### config.mk
export PLATFORM = sky130hd
export DESIGN_NAME = pgen_pair
export DESIGN_NICKNAME = d
export VERILOG_FILES = /design/src/rtl/pgen_pkg.sv /design/src/rtl/pgen_prescale.sv /design/src/rtl/pgen_phase_ctr.sv /design/src/rtl/pgen_regs.sv /design/src/rtl/pgen_pair.sv
export SDC_FILE = /design/constraint.sdc
export NUM_CORES = 1
export LEC_CHECK = 0
export ABC_AREA = 1
export CAP_MARGIN = 20
export CORE_MARGIN = 2
export CORE_UTILIZATION = 55
export CTS_BUF_LIST = sky130_fd_sc_hd__clkbuf_8
export CTS_CLUSTER_SIZE = 20
export DETAILED_ROUTE_END_ITERATION = 8
export GPL_TIMING_DRIVEN = 0
export HOLD_SLACK_MARGIN = 0.15
export PLACE_DENSITY_LB_ADDON = 0.2
export SETUP_SLACK_MARGIN = 0.4
export SLEW_MARGIN = 40
export SYNTH_ARGS = -nofsm -noshare
export SYNTH_HDL_FRONTEND = slang
export SYNTH_SLANG_ARGS = --single-unit
### constraint.sdc
create_clock -name clk -period 2.3 [get_ports clk]
set_input_delay 0.46 -clock clk [delete_from_list [all_inputs] [get_ports clk]]
set_output_delay 0.46 -clock clk [all_outputs]
set_load 0.01 [all_outputs]
### src/rtl/pgen_pkg.sv
// Package: shared constants and types for the high/low width pulse generator.
// Assumes a byte-oriented write port with the address map given below.
package pgen_pkg;

    // Number of channels in one generator pair.
    localparam int NCH = 2;

    // Register addresses.
    localparam logic [2:0] ADDR_CTRL = 3'd4;
    localparam logic [2:0] ADDR_EN   = 3'd5;

    // Operating modes held in control bits [3:2].
    typedef enum logic [1:0] {
        MODE_SINGLE = 2'b00,
        MODE_DUAL   = 2'b01,
        MODE_WIDE   = 2'b10,
        MODE_SPARE  = 2'b11
    } pgen_mode_e;

    // Control bit positions.
    localparam int CTRL_CS_LSB   = 0;
    localparam int CTRL_MODE_LSB = 2;
    localparam int CTRL_REV_LSB  = 4;

endpackage

### src/rtl/pgen_prescale.sv
// Module: pgen_prescale
// Divides the base clock into a one-cycle tick. The select code k picks a
// ratio of 2**(STEP*k). The divider is cleared while its channel is stopped,
// so the first tick after a start comes a full ratio later.
module pgen_prescale #(
    parameter int CSW  = 2,
    parameter int STEP = 2
) (
    input  logic           clk,
    input  logic           rst_n,
    input  logic           run,
    input  logic [CSW-1:0] csel,
    output logic           tick
);
    localparam int PRE_W = STEP * ((1 << CSW) - 1);

    logic [PRE_W-1:0] div_q;
    logic [PRE_W-1:0] mask;

    // Mask of low divider bits that must all be one for a tick.
    always_comb begin
        for (int b = 0; b < PRE_W; b++) begin
            mask[b] = (b < int'(csel) * STEP);
        end
    end

    // Free-running divider, held at zero while the channel is stopped.
    always_ff @(posedge clk) begin
        if (!rst_n || !run) begin
            div_q <= '0;
        end else begin
            div_q <= div_q + 1'b1;
        end
    end

    // Tick when all selected low bits are set.
    assign tick = run && ((div_q & mask) == mask);

endmodule

### src/rtl/pgen_phase_ctr.sv
// Module: pgen_phase_ctr
// Down counter that alternates a LOW phase and a HIGH phase. On start it
// loads the LOW reload; on each tick it decrements, and at zero it flips the
// phase and loads the reload of the next phase. Reloads are sampled only at
// load time. Assumes en is a registered enable.
module pgen_phase_ctr #(
    parameter int CW = 16
) (
    input  logic          clk,
    input  logic          rst_n,
    input  logic          en,
    input  logic          tick,
    input  logic [CW-1:0] low_rl,
    input  logic [CW-1:0] high_rl,
    input  logic          rev,
    output logic          running,
    output logic          phase_hi,
    output logic [CW-1:0] cnt,
    output logic          pulse
);

    // Phase sequencing and counting.
    always_ff @(posedge clk) begin
        if (!rst_n || !en) begin
            running  <= 1'b0;
            phase_hi <= 1'b0;
            cnt      <= '0;
        end else if (!running) begin
            running  <= 1'b1;
            phase_hi <= 1'b0;
            cnt      <= low_rl;
        end else if (tick) begin
            if (cnt == '0) begin
                phase_hi <= ~phase_hi;
                cnt      <= phase_hi ? low_rl : high_rl;
            end else begin
                cnt <= cnt - 1'b1;
            end
        end
    end

    // Output level: idle low when stopped, then optional inversion.
    assign pulse = (running & phase_hi) ^ rev;

endmodule

### src/rtl/pgen_regs.sv
// Module: pgen_regs
// Write-only register file: per-channel LOW/HIGH reloads, the control byte
// fields and the enable bits. External start inputs set enable bits.
// Assumes DW is at least 6 so the control fields fit in one word.
module pgen_regs
    import pgen_pkg::*;
#(
    parameter int DW  = 8,
    parameter int AW  = 3,
    parameter int CSW = 2
) (
    input  logic                    clk,
    input  logic                    rst_n,
    input  logic                    wr_en,
    input  logic [AW-1:0]           wr_addr,
    input  logic [DW-1:0]           wr_data,
    input  logic [NCH-1:0]          trig,
    output logic [NCH-1:0][DW-1:0]  low_q,
    output logic [NCH-1:0][DW-1:0]  high_q,
    output logic [CSW-1:0]          csel_q,
    output pgen_mode_e              mode_q,
    output logic [NCH-1:0]          rev_q,
    output logic [NCH-1:0]          en_q
);

    // One LOW and one HIGH reload per channel, at addresses 2i and 2i+1.
    for (genvar i = 0; i < NCH; i++) begin : g_reload
        localparam logic [AW-1:0] LO_ADDR = AW'(2 * i);
        localparam logic [AW-1:0] HI_ADDR = AW'(2 * i + 1);

        // Reload register writes.
        always_ff @(posedge clk) begin
            if (!rst_n) begin
                low_q[i]  <= '0;
                high_q[i] <= '0;
            end else if (wr_en) begin
                if (wr_addr == LO_ADDR) low_q[i]  <= wr_data;
                if (wr_addr == HI_ADDR) high_q[i] <= wr_data;
            end
        end
    end

    // Control fields: clock select, mode and polarity.
    always_ff @(posedge clk) begin
        if (!rst_n) begin
            csel_q <= '0;
            mode_q <= MODE_SINGLE;
            rev_q  <= '0;
        end else if (wr_en && wr_addr == AW'(ADDR_CTRL)) begin
            csel_q <= wr_data[CTRL_CS_LSB +: CSW];
            mode_q <= pgen_mode_e'(wr_data[CTRL_MODE_LSB +: 2]);
            rev_q  <= wr_data[CTRL_REV_LSB +: NCH];
        end
    end

    // Enable bits: software write, then external start sets bits.
    always_ff @(posedge clk) begin
        if (!rst_n) begin
            en_q <= '0;
        end else if (wr_en && wr_addr == AW'(ADDR_EN)) begin
            en_q <= wr_data[NCH-1:0] | trig;
        end else begin
            en_q <= en_q | trig;
        end
    end

endmodule

### src/rtl/pgen_pair.sv
// Module: pgen_pair (top)
// Two high/low width pulse generator channels sharing a clock select and a
// mode field. In wide mode channel 0 counts 16-bit widths built from both
// channels' reloads and channel 1 is held stopped.
module pgen_pair
    import pgen_pkg::*;
#(
    parameter int DW   = 8,
    parameter int AW   = 3,
    parameter int CSW  = 2,
    parameter int STEP = 2
) (
    input  logic              clk,
    input  logic              rst_n,
    input  logic              wr_en,
    input  logic [AW-1:0]     wr_addr,
    input  logic [DW-1:0]     wr_data,
    input  logic [NCH-1:0]    trig,
    output logic [NCH-1:0]    pulse_out
);
    localparam int CW = 2 * DW;

    logic [NCH-1:0][DW-1:0] low_q;
    logic [NCH-1:0][DW-1:0] high_q;
    logic [CSW-1:0]         csel_q;
    pgen_mode_e             mode_q;
    logic [NCH-1:0]         rev_q;
    logic [NCH-1:0]         en_q;

    logic                   wide;
    logic [NCH-1:0]         en_eff;
    logic [NCH-1:0][CW-1:0] low_rl;
    logic [NCH-1:0][CW-1:0] high_rl;
    logic [NCH-1:0]         tick;
    logic [NCH-1:0]         running;
    logic [NCH-1:0]         phase_hi;
    logic [NCH-1:0][CW-1:0] cnt;

    pgen_regs #(
        .DW  (DW),
        .AW  (AW),
        .CSW (CSW)
    ) u_regs (
        .clk     (clk),
        .rst_n   (rst_n),
        .wr_en   (wr_en),
        .wr_addr (wr_addr),
        .wr_data (wr_data),
        .trig    (trig),
        .low_q   (low_q),
        .high_q  (high_q),
        .csel_q  (csel_q),
        .mode_q  (mode_q),
        .rev_q   (rev_q),
        .en_q    (en_q)
    );

    assign wide = (mode_q == MODE_WIDE);

    // Reload selection: channel 0 widens in wide mode; the upper channel of
    // the pair is held stopped while it lends its registers.
    for (genvar i = 0; i < NCH; i++) begin : g_chan
        if (i == 0) begin : g_lead
            assign low_rl[i]  = wide ? {low_q[1], low_q[0]}   : CW'(low_q[0]);
            assign high_rl[i] = wide ? {high_q[1], high_q[0]} : CW'(high_q[0]);
            assign en_eff[i]  = en_q[i];
        end else begin : g_follow
            assign low_rl[i]  = CW'(low_q[i]);
            assign high_rl[i] = CW'(high_q[i]);
            assign en_eff[i]  = en_q[i] & ~wide;
        end

        pgen_prescale #(
            .CSW  (CSW),
            .STEP (STEP)
        ) u_pre (
            .clk   (clk),
            .rst_n (rst_n),
            .run   (running[i]),
            .csel  (csel_q),
            .tick  (tick[i])
        );

        pgen_phase_ctr #(
            .CW (CW)
        ) u_ctr (
            .clk      (clk),
            .rst_n    (rst_n),
            .en       (en_eff[i]),
            .tick     (tick[i]),
            .low_rl   (low_rl[i]),
            .high_rl  (high_rl[i]),
            .rev      (rev_q[i]),
            .running  (running[i]),
            .phase_hi (phase_hi[i]),
            .cnt      (cnt[i]),
            .pulse    (pulse_out[i])
        );
    end

endmodule

==> results.yml <==
run_status:
  status: "finished, final reports clean"
layout:
  insertedDiodeCount: 0
  fillCellCount: 825
  layout_commonest_cell: "nand2_1"
  layout_common_cells: "nand2_1, nor2_1, inv_1"
  post-route-util_pct: 63.4
  syn2layout_area_growth_pct: 11.5
  final_layout_size_suffix_gt1_share_pct: 9.91
  final_nets: 824
floorplan:
  std_cell_rows: 34
  die_width_um: 98.9
  coreArea_mm2: 0.00872
  ioPinCount: 18
  die_y_um: 98.9
  die-area_mm2: 0.00979
  initial_core_util_pct: 56.8
global_routing:
  grt_use_total_pct: 26.9
  grt_max_degree: 17
  grt_overflow_total: 0
  grt_pass1_wl_mm: 21.3
  grt_antenna_before_repair: 0
  grt_pass1_vias: 4668
yosys:
  synth_cells: 772
  synth_area_leaders: "dfxtp_1, nand2_1, nor2_1, o21ai_0, inv_1"
  ys_seq_area_share_pct: 35.5
  synth_cell_types: 39
  yosys_warnings: 0
  synth_edf_count: 0
  synth_ff_type: "dfxtp_1"
  syn_avg_cell_area_um2: 6.42
  yosys_register_bits: 88
  async_flop_share_pct: 0
  synth_area_mm2: 0.00496
  yosysTopAreaCell: "dfxtp_1"
  synth_nets: 794
  netlist.area_leader.share_pct: 35.5
clock_tree:
  cts.path.max_buffers: 2
  numClockSinks: 88
  postCtsHoldBufs: 0
  htree_levels: 3
  numCtsBuffers: 9
  cts-root-buf: "clkbuf_8"
  path_clk_slew_ns: 0.09
  cts_tree: "built"
  clk_latency_ns: 0.37
worst_hold_path:
  worst_hold_path_type: "reg2reg"
timing:
  fin_crit_sh_pct: 79.4
  rsz0062_at_grt: "false"
  fin_tns_setup_ns: 0
  finClkSkew_ns: 0.0188
  setup_slack_ns: 0.475
  maxSlewViolCount: 0
  relSlewSlack_pct: 60.6
  fmaxAchievable_ghz: 0.548
  finalSetupViolations: 0
  hold_viol: 0
  tightest_slew_ns: 0.586
  period_needed_ns: 1.83
power_and_ir_drop:
  power_density_mw_per_mm2: 573
  leakage_nw: 2.40
  ir_drop_uv: 373
  p_total_mw: 3.17
drt:
  ant_nets: 0
  via_count: 4934
  viasPerCell: 5.39
  wl_per_cell_um: 13.9
  drtPass1Iterations: 5
  routed_wl_mm: 12.8
  drt_iter0_markers: 293
  drc: 0
critical_path:
  crit_type: "reg2out"
  crit_path_end_kind: "primary output"
  required_ns: 1.84
  worst-path-max-fanout: 10
  worstPathArrival_ns: 1.37
  setup.worst_path.start_class: "register"
placed_design:
  place_ws_ns: 0.0770
  dp_hpwl_mm: 9.68
  gp_congestion: 0.930
  portBuffers: 16
job:
  cap_viol_max_count: 0
[report_power, final]
part / switching, mW / leakage, nW / internal [mW] / total, mW
sequential: 0.0312 / 0.714 / 1.56 / 1.59
combinational: 0.278 / 1.58 / 0.147 / 0.425
clock: 0.607 / 0.105 / 0.547 / 1.15
total: 0.917 / 2.40 / 2.25 / 3.17
[synth_stat cells (3+ instances only)]
| library cell | instances |
|---|---|
| a21oi_1 | 50 |
| buf_2 | 7 |
| buf_4 | 3 |
| buf_6 | 3 |
| clkbuf_1 | 7 |
| dfxtp_1 | 88 |
| ha_1 | 6 |
| inv_1 | 99 |
| inv_2 | 3 |
| mux2i_1 | 3 |
| nand2_1 | 179 |
| nand2_2 | 5 |
| nand3_1 | 48 |
| nand3_2 | 6 |
| nand4_1 | 6 |
| nor2_1 | 127 |
| nor2_2 | 9 |
| nor2_4 | 7 |
| nor3_1 | 5 |
| o21ai_0 | 77 |
| o21ai_1 | 5 |
| xnor2_1 | 4 |
| xor2_1 | 3 |
[repair_timing]
item	4_1_cts	5_1_grt
gates resized for setup	20	5
setup buffers	3	0
pin swaps	0	2
endpoints found under the setup margin	2	11
[worst paths after layout]
kind                                               from                                  end  slack (ns)  depth (start not counted)
setup / recovery  g_chan[0].u_ctr.phase_hi$_SDFFE_PP0P_                         pulse_out[0]        0.47                          6
hold / removal      g_chan[0].u_pre.div_q[0]$_SDFF_PP0_  g_chan[0].u_pre.div_q[0]$_SDFF_PP0_        0.47                          1
setup reg to reg    g_chan[1].u_ctr.cnt[0]$_SDFFE_PN0P_  g_chan[1].u_ctr.cnt[5]$_SDFFE_PN0P_        0.62                          8
hold reg to reg     g_chan[0].u_pre.div_q[0]$_SDFF_PP0_  g_chan[0].u_pre.div_q[0]$_SDFF_PP0_        0.47                          1
[logic make-up after synthesis]
group / count (synthesis) / share of synthesized area [%]
fa+ha+maj: 6 / 1.51
simple gates: 401 / 35.6
flops: 88 / 35.5
xor+xnor: 7 / 1.24
buf+inv: 124 / 10.2
compound gates: 143 / 15.3
mux: 3 / 0.606
[registers in the layout (all words and copies together), names as in the netlist]
name                   flops
g_chan.u_ctr.phase_hi      2
u_regs.en_q                2
g_chan.u_ctr.running       2
u_regs.high_q             16
u_regs.rev_q               2
u_regs.low_q              16
g_chan.u_pre.div_q        12
u_regs.mode_q              2
g_chan.u_ctr.cnt          32
u_regs.csel_q              2
[cell type report]
class,count,area [µm²],share of cell area [%]
Buffer,20,150,2.72
Inverter,104,390,7.06
Timing Repair Buffer,19,173,3.12
Tap cell,108,135,2.44
Sequential cell,88,1770,31.9
Multi-Input combinational cell,560,2700,48.9
Clock buffer,10,138,2.49
Clock inverter,6,75.1,1.36
[per-layer routing]
| metal | global-route usage, % | wire (µm) | vias to the layer above |
|---|---|---|---|
| met5 | 0 | 0 | - |
| met4 | 9.91 | 322 | 0 |
| met3 | 4.18 | 684 | 26 |
| met2 | 47.9 | 6350 | 154 |
| met1 | 32.8 | 5400 | 2246 |
| li1 | - | - | 2508 |
[critical path, cell delays in order (launching register included)]
cell     delay, ns
dfxtp_2       0.33
buf_6         0.10
buf_8         0.11
nand2_2       0.07
xnor2_1       0.17
buf_4         0.12
buf_2         0.11
[metrics by stage]
| step | cell area, µm² | cells | hold slack, ns |
|---|---|---|---|
| after detailed placement | 5250 | 896 | 0.454 |
| final | 5530 | 915 | 0.465 |
| after CTS | 5530 | 915 | 0.475 |
| after floorplan | 4960 | 772 | 0.424 |
| after global placement | 5250 | 896 | 0.444 |
| after global routing | 5530 | 915 | 0.499 |
No activity file was read; power rests on OpenSTA's default activity.
